$ cat config.mk
export PLATFORM = sky130hd
export DESIGN_NAME = regbank_file
export DESIGN_NICKNAME = d
export VERILOG_FILES = /design/src/rtl/regbank_pkg.sv /design/src/rtl/regbank_ctrl.sv /design/src/rtl/regbank_storage.sv /design/src/rtl/regbank_file.sv
export SDC_FILE = /design/constraint.sdc
export NUM_CORES = 1
export LEC_CHECK = 0
export ABC_CLOCK_PERIOD_IN_PS = 3400
export BUFFER_PORTS_ARGS = -buffer_cell sky130_fd_sc_hd__buf_2
export CORE_ASPECT_RATIO = 0.5
export CORE_MARGIN = 8
export CORE_UTILIZATION = 30
export CTS_CLUSTER_SIZE = 28
export DETAILED_ROUTE_END_ITERATION = 10
export GPL_ROUTABILITY_DRIVEN = 0
export PLACE_DENSITY_LB_ADDON = 0.08
export SKIP_CTS_REPAIR_TIMING = 1
export SYNTH_ARGS = -nofsm -noshare
export SYNTH_HDL_FRONTEND = slang
export SYNTH_SLANG_ARGS = --single-unit
$ cat constraint.sdc
create_clock -name clk -period 3.4 [get_ports clk]
set_clock_uncertainty 0.2 [all_clocks]
set_input_delay 0.68 -clock clk [delete_from_list [all_inputs] [get_ports clk]]
set_output_delay 0.68 -clock clk [all_outputs]
set_load 0.02 [all_outputs]
$ cat src/rtl/regbank_pkg.sv
package regbank_pkg;
    typedef enum logic [2:0] {
        CMD_NOP   = 3'd0,
        CMD_BANK  = 3'd1,
        CMD_WRITE = 3'd2,
        CMD_XREG  = 3'd3,
        CMD_XIMM  = 3'd4
    } rb_cmd_e;

    typedef struct packed {
        logic bank;
    } rb_ctrl_s;
endpackage

$ cat src/rtl/regbank_ctrl.sv
// Bank flag and write-port decode.
module regbank_ctrl
    import regbank_pkg::*;
#(
    parameter int DATA_W = 8,
    parameter int AW     = 4
) (
    input  logic              clk,
    input  logic              rst_n,
    input  logic              phase,
    input  logic [2:0]        cmd,
    input  logic              bank_arg,
    input  logic [AW-1:0]     addr_x,
    input  logic [DATA_W-1:0] wr_data,
    input  logic [DATA_W-1:0] y_val,
    output logic              bank,
    output logic              we,
    output logic              wbank,
    output logic [AW-1:0]     waddr,
    output logic [DATA_W-1:0] wdata
);
    rb_ctrl_s state_d, state_q;
    rb_cmd_e  cmd_e;

    assign cmd_e = rb_cmd_e'(cmd);

    always_comb begin
        state_d = state_q;
        // The flag moves at the end of the first cycle of a bank select.
        if (!phase && cmd_e == CMD_BANK) begin
            state_d.bank = bank_arg;
        end
    end

    always_comb begin
        we    = 1'b0;
        wbank = state_q.bank;
        waddr = addr_x;
        wdata = wr_data;
        if (phase) begin
            case (cmd_e)
                CMD_WRITE: we = 1'b1;
                CMD_XREG: begin
                    we    = 1'b1;
                    wbank = ~state_q.bank;
                    wdata = y_val;
                end
                CMD_XIMM: begin
                    we    = 1'b1;
                    wbank = ~state_q.bank;
                end
                default: we = 1'b0;
            endcase
        end
    end

    always_ff @(posedge clk or negedge rst_n) begin
        if (!rst_n) begin
            state_q <= '0;
        end else begin
            state_q <= state_d;
        end
    end

    assign bank = state_q.bank;
endmodule

$ cat src/rtl/regbank_storage.sv
// Two banks of registers, one write port, two read ports.
// NUM_REGS must be a power of two.
module regbank_storage #(
    parameter int DATA_W   = 8,
    parameter int NUM_REGS = 16
) (
    input  logic                                clk,
    input  logic                                rst_n,
    input  logic                                we,
    input  logic                                wbank,
    input  logic [$clog2(NUM_REGS)-1:0]         waddr,
    input  logic [DATA_W-1:0]                   wdata,
    input  logic                                rbank,
    input  logic [$clog2(NUM_REGS)-1:0]         raddr_x,
    input  logic [$clog2(NUM_REGS)-1:0]         raddr_y,
    output logic [DATA_W-1:0]                   rdata_x,
    output logic [DATA_W-1:0]                   rdata_y,
    output logic [2*NUM_REGS*DATA_W-1:0]        dump
);
    localparam int NUM_BANKS = 2;
    localparam int AW        = $clog2(NUM_REGS);
    localparam int IDX_W     = AW + 1;
    localparam int CELLS     = NUM_BANKS * NUM_REGS;

    logic [DATA_W-1:0] words [CELLS];
    logic [IDX_W-1:0]  widx;

    assign widx = {wbank, waddr};

    for (genvar b = 0; b < NUM_BANKS; b++) begin : g_bank
        for (genvar r = 0; r < NUM_REGS; r++) begin : g_cell
            localparam int              IDX = b * NUM_REGS + r;
            localparam logic [IDX_W-1:0] ID = IDX_W'(IDX);
            logic [DATA_W-1:0] cell_d, cell_q;

            always_comb begin
                cell_d = cell_q;
                if (we && widx == ID) begin
                    cell_d = wdata;
                end
            end

            always_ff @(posedge clk or negedge rst_n) begin
                if (!rst_n) begin
                    cell_q <= '0;
                end else begin
                    cell_q <= cell_d;
                end
            end

            assign words[IDX]                  = cell_q;
            assign dump[IDX*DATA_W +: DATA_W]  = cell_q;
        end
    end

    assign rdata_x = words[{rbank, raddr_x}];
    assign rdata_y = words[{rbank, raddr_y}];
endmodule

$ cat src/rtl/regbank_file.sv
module regbank_file #(
    parameter int DATA_W   = 8,
    parameter int NUM_REGS = 16
) (
    input  logic                             clk,
    input  logic                             rst_n,
    input  logic                             phase,
    input  logic [2:0]                       cmd,
    input  logic                             bank_arg,
    input  logic [$clog2(NUM_REGS)-1:0]      addr_x,
    input  logic [$clog2(NUM_REGS)-1:0]      addr_y,
    input  logic [DATA_W-1:0]                wr_data,
    output logic [DATA_W-1:0]                rd_x,
    output logic [DATA_W-1:0]                rd_y,
    output logic                             active_bank,
    output logic [2*NUM_REGS*DATA_W-1:0]     dbg_regs
);
    localparam int AW = $clog2(NUM_REGS);

    logic              we, wbank;
    logic [AW-1:0]     waddr;
    logic [DATA_W-1:0] wdata;

    regbank_ctrl #(.DATA_W(DATA_W), .AW(AW)) u_ctrl (
        .clk     (clk),
        .rst_n   (rst_n),
        .phase   (phase),
        .cmd     (cmd),
        .bank_arg(bank_arg),
        .addr_x  (addr_x),
        .wr_data (wr_data),
        .y_val   (rd_y),
        .bank    (active_bank),
        .we      (we),
        .wbank   (wbank),
        .waddr   (waddr),
        .wdata   (wdata)
    );

    regbank_storage #(.DATA_W(DATA_W), .NUM_REGS(NUM_REGS)) u_store (
        .clk    (clk),
        .rst_n  (rst_n),
        .we     (we),
        .wbank  (wbank),
        .waddr  (waddr),
        .wdata  (wdata),
        .rbank  (active_bank),
        .raddr_x(addr_x),
        .raddr_y(addr_y),
        .rdata_x(rd_x),
        .rdata_y(rd_y),
        .dump   (dbg_regs)
    );
endmodule

-- Word level (Yosys, flattened, before mapping)
Cells that the tools add are included.
- eq/ne operators: 35
- $lt $le $gt $ge: 2
- bitwise logic cells: 3
- reduce and logical (&&, ||, !) cells: 37
- multiplexer cells: 12
- operator list (operator ; number):
    $bmux 8 s5 ; 2
    $eq 5x5->1 const B ; 16
    $mux 8 ; 6
    $eq 5x4->1 const B ; 8
    $logic_and 1x1->1 ; 33
    $eq 5x3->1 const B ; 4
    $ge 6x6->1 const B ; 2
    $not 5->6 ; 2
    $eq 5x2->1 const B ; 2
    $eq 3x2->1 const B ; 2
    $eq 5x1->1 const B ; 1
    $logic_not 5->1 ; 1
    $mux 1 ; 4
    $eq 3x1->1 const B ; 1
    $eq 3x3->1 const B ; 1
    $reduce_or 3->1 ; 1
    $reduce_or 2->1 ; 1
    $logic_not 1->1 ; 1
    $not 1->1 ; 1
- flip-flop bits (word level): 257
- logic and storage cells: 122
- output and inout bits: 273

-- Depth between registers and ports, before layout
Gate-level depths: netlist (run 1).
- depth in word-level cells: 6
- mapped depth: 9
- gate-level depth less buffers: 5

-- Modules after synthesis
From an unflattened synthesis (run 1), not the netlist that was laid out.
- cells, all modules: 828
- area, all modules: 13897.1 µm²
- by module, submodules not included (module ; instances ; cells each ; area an instance (µm²)):
    regbank_storage ; 1 ; 806 ; 13668.1
    regbank_ctrl ; 1 ; 22 ; 229.0

-- Worst setup path after synthesis (run 1)
Ideal clock, no wire load.
- kind: input port to output port
- from: in addr_x[0]
- to: out rd_x[0]
- arrival: 2.702 ns
- stages on the path: 5
- path buffers: 2
- required time: 2.520 ns
- setup slack: -0.182 ns
- path through: buf_1 > buf_2 > mux4_2 > mux4_2 > mux2_2
- longest elaborated chain between the ends: 4
- ends and longest elaborated chain (what ; line ; text):
    from (decl) ; regbank_file.sv:10 ; input logic [$clog2(NUM_REGS)-1:0] addr_x,
    $not 5->6 (not written as such) ; regbank_storage.sv:56 ; assign rdata_x = words[{rbank, raddr_x}];
    $bmux 8 s5 ; regbank_storage.sv:56 ;
    $mux 8 (not written as such) (2 in series) ; regbank_storage.sv:56 ;
    to (decl) ; regbank_file.sv:13 ; output logic [DATA_W-1:0] rd_x,
Every way passes these cells. The select of a mux whose other input is x is not followed.

-- Worst setup path after layout (run 1)
- from: reg u_store.g_bank[0].g_cell[3].cell_q[6]
- to: out rd_x[6]
- longest elaborated chain between the ends: 3
- ends and longest elaborated chain (what ; line ; text):
    from (decl) ; regbank_storage.sv:34 ; logic [DATA_W-1:0] cell_d, cell_q;
    from (signal assigned) ; regbank_storage.sv:47 ; cell_q <= cell_d;
    $bmux 8 s5 ; regbank_storage.sv:56 ;
    $mux 8 (not written as such) (2 in series) ; regbank_storage.sv:56 ;
Every way passes these cells. The select of a mux whose other input is x is not followed.

==> flow_metrics.env, run 1 <==
export IMPL_dieHeight_um=174.7
export IMPL_worstPathMaxFanout=4
export IMPL_antenna_diode_count=0
export IMPL_grt_max_degree=69
export IMPL_ff_latch_count_synth=257
export IMPL_place_port_buffers=295
export IMPL_netSwitchingFraction=0.4048
export IMPL_timing_max_transition_violations_final=0
export IMPL_grt_setup_unrepaired="yes"
export IMPL_global_route_usage_total=0.2649
export IMPL_finalSetupViolCount=7
export IMPL_status="finished, violations left"
export IMPL_detail_route_antenna_nets=0
export IMPL_grt_overflow=0
export IMPL_synth_top_cells_by_area="dfrtp_1 43%, o221ai_1 13%, mux4_2 12%"
export IMPL_placedInstanceArea_um2=18520
export IMPL_crit_path_cell_trace="mux4_2, mux4_2, mux2_4, buf_6"
export IMPL_io_pins=296
export IMPL_hold_class="in -> reg"
export IMPL_detail_route_drc_violations=0
export IMPL_total_power_mw=11.72
export IMPL_synth_ff_type="dfrtp_1"
export IMPL_cts_max_path_buffers=3
export IMPL_design_die_area_um2=58210
export IMPL_final_cell_count_no_fill=2446
export IMPL_antenna_violations_before_repair=0
export IMPL_critPathLaunchType="flop"
export IMPL_synthToLayoutAreaGrowth_pct=34.77
export IMPL_synth_cells=1372
export IMPL_power_leakage_nw=9.293
export IMPL_synth_compound_area_frac=0.2032
export IMPL_count_of_clock_tree_sinks=257
export IMPL_clock_fmax_mhz=287.9
export IMPL_fillCellCount=4872
export IMPL_power_density_cell_area_nw_per_um2=575.7
export IMPL_final_net_count=1787
export IMPL_clk_insertion_delay_late_ns=0.58
export IMPL_synth_simple_gate_area_share=0.09544
export IMPL_power_dissipated_by_switching_net_loads_mw=4.743
export IMPL_post_synth_cell_area_avg_um2=11.01
export IMPL_cpPeakStageDelay_ns=0.54
export IMPL_path_common_cell="mux4_2"
export IMPL_worst_path_dominant_cell_family="multiplexers"
export IMPL_synth_top_family_by_area="multiplexers"
export IMPL_cell_variety_after_synth=40
export IMPL_cp_required_ns=2.52
export IMPL_post_synth_xor_area_fraction=0
export IMPL_setup_ws_ns=-0.07376
export IMPL_drt_vias_per_instance=6.206
export IMPL_synth_top_cell_area_share=0.4258
export IMPL_core_area_um2=50000
export IMPL_remaining_max_slew_budget_at_the_tightest_pin=0.3353
export IMPL_wl_per_cell_um=33.61
export IMPL_violation_count_after_the_first_detailed_routing_iteration=2168
export IMPL_vdd_drop_max_mv=0.2512
export IMPL_yosys_mux_area_fraction=0.2305
export IMPL_clock_power_share=0.280
export IMPL_dr_pass1_iters=8
export IMPL_fin_crit_ns=3.474
export IMPL_crit_path_end_kind="output pin"
export IMPL_most_frequently_used_cell_type_in_the_post_synthesis_netlist="dfrtp_1"
export IMPL_cts_clk_slew_worst_paths_ns=0.07
export IMPL_slowest_library_cell_on_the_worst_path="mux4_2"
export IMPL_maxCapViolCount=0
export IMPL_async_flop_share=1.000
export IMPL_intPower_mw=6.974
export IMPL_total_standard_cell_area_after_synthesis_um2=15100
export IMPL_detailedPlacementHpwl_um=59690
export IMPL_synth_largest_area_cell="dfrtp_1"
export IMPL_synthesis_yosys_warnings=0
export IMPL_adder_cell_share_of_the_synthesized_area=0
export IMPL_pwr_share_comb=0.349
export IMPL_start_util=0.3020
export IMPL_hold_slack_ns=0.1387
export IMPL_placed_cells_incl_taps=2352
export IMPL_postSynthNetCount=1395
export IMPL_setup_tns_ns=-0.3011
export IMPL_report_final_hold_viol_count=0
export IMPL_synth_edff_count=0
export IMPL_type_of_the_worst_setup_path="reg -> out"
export IMPL_yosysSeqAreaShare=0.4258
export IMPL_post_route_util=0.4071
export IMPL_dp_worst_setup_slack_ns=-0.5228
export IMPL_ys_top_cells_by_count="257 x dfrtp_1, 249 x nand2_1, 224 x o221ai_1"
export IMPL_tightest_slew_ns=0.9934
export IMPL_cts_tree="done"
export IMPL_cp_buffers_inverters=1
export IMPL_final_min_period_over_clock_period=1.022
export IMPL_grt_pass1_wl_um=113700
export IMPL_number_of_placement_rows=58
export IMPL_violated_checks="setup timing"
export IMPL_post_route_cells_drive_above_1_share=0.4227
export IMPL_numCtsBuffers=28
export IMPL_htree_num_levels=1
export IMPL_vias=15180
export IMPL_p_seq_frac=0.371
export IMPL_crit_arrival_ns=2.59
export IMPL_routed_wl_um=82210
export IMPL_die_x_um=333.3
export IMPL_via_count_of_the_first_global_routing_pass=14590
export IMPL_clock_root_buffer="clkbuf_16"
export IMPL_fin_area_um2=20350
==> worst reg2reg max path, delay by kind of cell (launching register included) <==
kind                   cells  cell delay (ns)
and+or+nand+nor            1             0.39
AOI/OAI and AO/OA          2             0.81
DFF                        1             0.47
buffers and inverters      2             0.43
muxes                      1             0.27
==> routing by layer <==
layer | vias to the layer above | global-route usage | part of all wire
li1 | 6254 | - | -
met5 | - | 0 | 0
met3 | 212 | 0.06423 | 0.087
met2 | 898 | 0.4389 | 0.47
met4 | 0 | 0.09123 | 0.040
met1 | 7815 | 0.3379 | 0.40
==> cell families after synthesis <==
logic type	count (synthesis)
AOI/OAI and AO/OA	377
buffers and inverters	158
DFF	257
muxes	248
and+or+nand+nor	332
==> cells in the final DEF, fill, tap and decap left out, types with 4 or more instances in the layout <==
cell type / instances
buf_2: 278
nand2_1: 248
o221ai_1: 224
dfrtp_1: 199
buf_4: 174
mux2i_1: 161
mux4_2: 79
dfrtp_2: 58
a22oi_1: 47
clkbuf_16: 38
buf_12: 33
o21ai_1: 32
a21oi_1: 25
nand3_1: 24
a22oi_2: 17
nand4_1: 12
o211ai_1: 11
inv_1: 10
and2_1: 9
a21oi_2: 8
or4_4: 8
clkbuf_8: 8
buf_6: 8
mux2_4: 7
nor2_1: 5
clkinvlp_4: 4
clkbuf_1: 4
clkinv_2: 4
==> layout make-up <==
type                       count  area (um2)  area share
clock buffer                  41       850.8     0.04180
clock inverter                11       118.9    0.005840
inverter                      10       37.54    0.001844
multi-input combinational    957        8198      0.4028
sequential                   257        6504      0.3195
tap                          660       825.8     0.04057
timing repair buffer         510        3819      0.1876
==> power by group through the flow <==
stage	combinational, mW	sequential, mW	clock [mW]
finish	4.09	4.35	3.28
global route	4.28	4.37	3.45
CTS	3.78	4.33	3.33
detailed placement	3.77	4.37	0
global placement	3.74	4.40	0
floorplan	1.58	4.52	0
==> worst paths after layout <==
check                                                       start                                endpoint  slack (ns)  cells after the start
min                                                      bank_arg                             u_ctrl.bank        0.14                      2
min in group asynchronous                                   rst_n   u_store.g_bank[0].g_cell[5].cell_q[2]        0.45                      2
max                         u_store.g_bank[0].g_cell[3].cell_q[6]                                 rd_x[6]       -0.07                      4
max reg2reg                                           u_ctrl.bank  u_store.g_bank[0].g_cell[11].cell_q[4]        0.68                      6
max in group asynchronous                                   rst_n   u_store.g_bank[1].g_cell[3].cell_q[2]        1.74                      3
min reg2reg                u_store.g_bank[1].g_cell[11].cell_q[7]  u_store.g_bank[1].g_cell[11].cell_q[7]        0.35                      2
==> state kept, by name (all words and copies together) (netlist names) <==
name	flops
u_store.g_bank.g_cell.cell_q	256
u_ctrl.bank	1
(Power assumes the default switching activity.)
==> run 2, diff against run 1 <==
- SETUP_SLACK_MARGIN: not set -> 0.5
==> flow_metrics.env, run 2 (synthesis gave the netlist of run 1 again) <==
export IMPL_min_delay_path_depth=2
export IMPL_r2r_cells=5
export IMPL_cts_tree="done"
export IMPL_global_route_usage_total=0.2556
export IMPL_grt_max_degree=83
export IMPL_critPathLaunchType="flop"
export IMPL_hold_start="bank_arg"
export IMPL_violation_count_after_the_first_detailed_routing_iteration=1934
export IMPL_cpPeakStageDelay_ns=0.57
export IMPL_power_dissipated_by_switching_net_loads_mw=4.708
export IMPL_vias=15240
export IMPL_type_of_the_worst_setup_path="reg -> out"
export IMPL_routed_wl_um=81010
export IMPL_setup_tns_ns=-0.2964
export IMPL_intPower_mw=7.089
export IMPL_place_port_buffers=295
export IMPL_remaining_max_slew_budget_at_the_tightest_pin=0.4216
export IMPL_final_net_count=1813
export IMPL_crit_arrival_ns=2.62
export IMPL_vdd_drop_max_mv=0.3079
export IMPL_wl_per_cell_um=32.80
export IMPL_htree_num_levels=1
export IMPL_fin_crit_ns=3.498
export IMPL_p_seq_frac=0.364
export IMPL_via_count_of_the_first_global_routing_pass=14400
export IMPL_final_cell_mix="273 x buf_2, 248 x nand2_1, 224 x o221ai_1, 194 x dfrtp_1, 177 x buf_4"
export IMPL_count_of_clock_tree_sinks=257
export IMPL_cts_max_path_buffers=3
export IMPL_report_final_hold_viol_count=0
export IMPL_clk_insertion_delay_late_ns=0.57
export IMPL_slowest_library_cell_on_the_worst_path="mux4_2"
export IMPL_r2r_start="u_ctrl.bank"
export IMPL_synthToLayoutAreaGrowth_pct=38.19
export IMPL_largest_register_ff_count=256
export IMPL_crit_path_cell_trace="mux4_2, mux4_2, mux2_4, buf_6"
export IMPL_power_density_cell_area_nw_per_um2=565.3
export IMPL_drt_vias_per_instance=6.170
export IMPL_cp_required_ns=2.52
export IMPL_path_common_cell="mux4_2"
export IMPL_dieHeight_um=174.7
export IMPL_maxCapViolCount=0
export IMPL_core_area_um2=50000
export IMPL_grt_setup_unrepaired="yes"
export IMPL_design_die_area_um2=58210
export IMPL_clock_fmax_mhz=285.9
export IMPL_netSwitchingFraction=0.3991
export IMPL_pwr_share_comb=0.359
export IMPL_crit_path_end_kind="output pin"
export IMPL_finalSetupViolCount=6
export IMPL_final_min_period_over_clock_period=1.029
export IMPL_reg2reg_setup_slack_ns=0.65
export IMPL_final_common_cell="buf_2"
export IMPL_numCtsBuffers=27
export IMPL_io_pins=296
export IMPL_post_route_cells_drive_above_1_share=0.4472
export IMPL_timing_max_transition_violations_final=0
export IMPL_violated_checks="setup timing"
export IMPL_clock_power_share=0.277
export IMPL_detail_route_antenna_nets=0
export IMPL_number_of_placement_rows=58
export IMPL_hold_class="in -> reg"
export IMPL_detail_route_drc_violations=0
export IMPL_grt_pass1_wl_um=109800
export IMPL_cts_clk_slew_worst_paths_ns=0.06
export IMPL_grt_overflow=0
export IMPL_setup_ws_ns=-0.09772
export IMPL_total_power_mw=11.80
export IMPL_power_leakage_nw=9.464
export IMPL_largest_register="u_store.g_bank.g_cell.cell_q"
export IMPL_die_x_um=333.3
export IMPL_min_delay_worst_endpoint="u_ctrl.bank"
export IMPL_dr_pass1_iters=6
export IMPL_worst_r2r_endpoint="u_store.g_bank[0].g_cell[7].cell_q[0]"
export IMPL_status="finished, violations left"
export IMPL_worstPathMaxFanout=4
export IMPL_tightest_slew_ns=0.8675
export IMPL_start_util=0.3020
export IMPL_dp_worst_setup_slack_ns=-0.2776
export IMPL_clock_root_buffer="clkbuf_16"
export IMPL_detailedPlacementHpwl_um=57910
export IMPL_antenna_violations_before_repair=2
## run 2: cell count changes in the layout (fill, tap and decap cells not counted), sizes merged
cell      delta
clkinvlp     -1
inv          -7
clkinv       +6
bufinv       +2
diode        +1
and2         +2
buf         +21
## run 2: cell type report
class / count / area [um2]
clock inverter: 11 / 170.2
sequential: 257 / 6510
tap: 660 / 825.8
inverter: 10 / 77.57
multi-input combinational: 959 / 8302
clock buffer: 37 / 773.2
timing repair buffer: 535 / 4209
antenna: 1 / 2.502
fill: 4790 / 29130
## run 2: worst max-delay path, delay by kind of cell, from the launching register on
family / cells / cell delay [ns]
mux: 3 / 1.44
flops: 1 / 0.46
buf+inv: 1 / 0.14
## run 2: worst max-delay path by stage
stage | startpoint | to | slack (ns) | cells after the start
CTS | addr_y[2] | rd_y[2] | -0.28 | 8
detailed placement | addr_y[2] | rd_y[2] | -0.28 | 8
finish | u_store.g_bank[0].g_cell[2].cell_q[5] | rd_x[5] | -0.1 | 4
global placement | addr_y[2] | rd_y[2] | -0.30 | 8
floorplan | addr_x[0] | rd_x[0] | 0.30 | 5
global route | u_store.g_bank[0].g_cell[2].cell_q[5] | rd_x[5] | -0.08 | 4
## run 2: power groups by stage
stage	Sequential [mW]	Clock [mW]	Combinational (mW)
6_report	4.29	3.27	4.24
5_1_grt	4.32	3.44	4.43
4_1_cts	4.29	3.30	3.83
3_5_place_dp	4.34	0	3.82
3_3_place_gp	4.35	0	3.79
2_1_floorplan	4.52	0	1.72
## run 2: routing by layer
| layer | track usage | wire length [um] | part of all wire | vias to the layer above |
|---|---|---|---|---|
| li1 | - | - | - | 6289 |
| met1 | 0.3248 | 32970 | 0.41 | 7922 |
| met2 | 0.4351 | 38830 | 0.48 | 852 |
| met3 | 0.05716 | 6498 | 0.080 | 175 |
| met4 | 0.07510 | 2697 | 0.033 | 2 |
| met5 | 0 | 11 | 0.00014 | - |
## run 2: stage by stage
stage | hold slack, ns | util | instances | cell area, um2
detailed placement | 0.3383 | 0.3718 | 2347 | 18590
floorplan | 0.1844 | - | 1372 | 15560
global route | 0.1519 | 0.4174 | 2470 | 20870
global placement | 0.3344 | 0.3718 | 2347 | 18590
finish | 0.1573 | 0.4174 | 2470 | 20870
CTS | -0.04738 | 0.3907 | 2395 | 19530
==> run 3, diff against run 2 <==
- SYNTH_HIERARCHICAL: not set -> 1
==> flow_metrics.env, run 3 <==
export IMPL_global_route_usage_total=0.2103
export IMPL_worst_path_dominant_cell_family="multiplexers"
export IMPL_vdd_drop_max_mv=0.3814
export IMPL_maxCapViolCount=0
export IMPL_post_route_util=0.4131
export IMPL_numCtsBuffers=28
export IMPL_largest_register="u_store/g_bank.g_cell.cell_q"
export IMPL_cp_required_ns=2.52
export IMPL_timing_max_transition_violations_final=0
export IMPL_hold_class="in -> reg"
export IMPL_synth_cells=828
export IMPL_status="finished, violations left"
export IMPL_post_route_cells_drive_above_1_share=0.7476
export IMPL_fin_area_um2=18790
export IMPL_crit_path_cell_trace="buf_12, buf_12, buf_12, mux4_2, mux4_2, mux2_4, buf_2"
export IMPL_core_area_um2=45490
export IMPL_worstPathMaxFanout=5
export IMPL_cpPeakStageDelay_ns=0.59
export IMPL_final_min_period_over_clock_period=1.068
export IMPL_clock_root_buffer="clkbuf_16"
export IMPL_ff_latch_area_um2=6431
export IMPL_synth_largest_area_cell="dfrtp_1"
export IMPL_cts_max_path_buffers=3
export IMPL_postSynthNetCount=851
export IMPL_global_route_usage_met2=0.3525
export IMPL_critical_path_depth=7
export IMPL_report_final_hold_viol_count=0
export IMPL_crit_arrival_ns=2.75
export IMPL_place_port_buffers=295
export IMPL_cts_clk_slew_worst_paths_ns=0.06
export IMPL_fin_crit_ns=3.632
export IMPL_detail_route_drc_violations=0
export IMPL_r2r_start="u_store/g_bank[1].g_cell[7].cell_q[7]"
export IMPL_clk_insertion_delay_late_ns=0.57
export IMPL_multi_input_comb_area_um2=7553
export IMPL_synth_edff_count=0
export IMPL_drt_vias_per_instance=5.443
export IMPL_detail_route_antenna_nets=0
export IMPL_clock_fmax_mhz=275.4
export IMPL_ys_top_cells_by_count="281 x mux2_2, 257 x dfrtp_1, 160 x mux4_2"
export IMPL_antenna_violations_before_repair=7
export IMPL_synthToLayoutAreaGrowth_pct=35.23
export IMPL_grt_setup_unrepaired="yes"
export IMPL_yosysSeqAreaShare=0.4628
export IMPL_synth_top_cell_area_share=0.4628
export IMPL_design_die_area_um2=53880
export IMPL_cts_tree="done"
export IMPL_synthesis_yosys_warnings=6
export IMPL_remaining_max_slew_budget_at_the_tightest_pin=0.4129
export IMPL_worst_r2r_endpoint="u_store/g_bank[0].g_cell[3].cell_q[7]"
export IMPL_violation_count_after_the_first_detailed_routing_iteration=749
export IMPL_wl_per_cell_um=33.50
export IMPL_detailedPlacementHpwl_um=42720
export IMPL_most_frequently_used_cell_type_in_the_post_synthesis_netlist="mux2_2"
export IMPL_ff_latch_count_synth=257
export IMPL_final_net_count=1230
export IMPL_grt_pass1_wl_um=81870
export IMPL_reg2reg_setup_slack_ns=0.36
export IMPL_final_cell_mix="277 x buf_2, 257 x dfrtp_1, 215 x mux2_2, 160 x mux4_2, 85 x buf_4"
export IMPL_tightest_slew_ns=0.8777
export IMPL_power_leakage_nw=9.103
export IMPL_post_synth_cell_area_avg_um2=16.78
export IMPL_dieHeight_um=168.2
export IMPL_r2r_cells=5
export IMPL_grt_max_degree=80
export IMPL_synth_top_cells_by_area="dfrtp_1 46%, mux4_2 26%, mux2_2 23%"
export IMPL_min_delay_path_depth=2
export IMPL_start_util=0.3055
export IMPL_total_power_mw=11.07
export IMPL_cell_variety_after_synth=21
export IMPL_finalSetupViolCount=16
export IMPL_crit_path_end_kind="output pin"
export IMPL_htree_num_levels=1
export IMPL_top_usage_layer="met2"
export IMPL_count_of_clock_tree_sinks=257
export IMPL_cp_buffers_inverters=4
export IMPL_path_common_cell="buf_12"
export IMPL_power_density_cell_area_nw_per_um2=589.2
export IMPL_number_of_placement_rows=55
export IMPL_violated_checks="setup timing"
export IMPL_globalRouteMet3Util=0.05911
export IMPL_type_of_the_worst_setup_path="in -> out"
export IMPL_fillCellCount=4245
export IMPL_hold_start="bank_arg"
export IMPL_final_common_cell="buf_2"
export IMPL_slowest_library_cell_on_the_worst_path="mux4_2"
export IMPL_grt_util_met1=0.2673
export IMPL_synth_ff_type="dfrtp_1"
export IMPL_dr_pass1_iters=5
export IMPL_routed_wl_um=62180
export IMPL_async_flop_share=1.000
export IMPL_min_delay_worst_endpoint="u_ctrl/bank"
export IMPL_grt_overflow=0
export IMPL_vias=10100
export IMPL_die_x_um=320.4
export IMPL_largest_register_ff_count=256
export IMPL_via_count_of_the_first_global_routing_pass=10250
export IMPL_total_standard_cell_area_after_synthesis_um2=13900
export IMPL_placedInstanceArea_um2=16770
export IMPL_critPathLaunchType="input port"
export IMPL_io_pins=296
export IMPL_setup_ws_ns=-0.2317
run 3: changes by cell type after synthesis, sizes merged, moves of 33 or more:
cell	before	now
mux2i	161	1
o21ai	35	0
a22oi	64	0
clkbuf	86	44
o221ai	224	0
mux4	79	160
nand2	249	14
a21oi	33	0
mux2	8	281
run 3: area by class of cell:
cell class | instances | area share
well taps | 627 | 0.04174
diodes | 1 | 0.0001332
clock buffers | 36 | 0.04214
multi-input cells | 505 | 0.4019
clock inverters | 15 | 0.01365
repair buffers | 415 | 0.1582
flip-flops and latches | 257 | 0.3422
run 3: cell families after synthesis:
kind of cell	count (synthesis)	share of synthesized area
and+or+nand+nor	51	0.02197
xor gates and xnor gates	1	0.0006303
buffers and inverters	76	0.02638
DFF	257	0.4628
AOI/OAI and AO/OA	1	0.0005404
muxes	442	0.4877
run 3: worst max path at each step:
stage,from,endpoint
3_5_place_dp,addr_y[1],u_store/g_bank[0].g_cell[12].cell_q[7]
6_report,addr_y[1],rd_y[4]
5_1_grt,addr_y[1],rd_y[7]
2_1_floorplan,addr_y[1],u_store/g_bank[0].g_cell[3].cell_q[7]
3_3_place_gp,addr_y[1],u_store/g_bank[0].g_cell[3].cell_q[7]
4_1_cts,addr_y[1],rd_y[4]
run 3: per-layer routing:
metal  wire length [um]  vias up  part of all wire
met5                 25        -           0.00040
met4               1866        4             0.030
met1              25850     5597              0.42
li1                   -     4058                 -
met2              30010      344              0.48
met3               4424      100             0.071
run 3: stage by stage:
stage,instances,setup slack [ns],setup TNS [ns],hold slack (ns)
floorplan,828,0.1492,0,0.1844
global placement,1756,-0.3309,-77.41,0.3299
detailed placement,1756,-0.3513,-79.59,0.3340
CTS,1807,-0.2787,-3.357,-0.08448
global route,1855,-0.2231,-2.327,0.1528
finish,1856,-0.2317,-2.046,0.1525
run 3: power breakdown:
group / switching [mW] / internal, mW
logic: 1.91 / 1.60
clock network: 1.35 / 2.17
registers: 0.514 / 3.53
total: 3.78 / 7.29
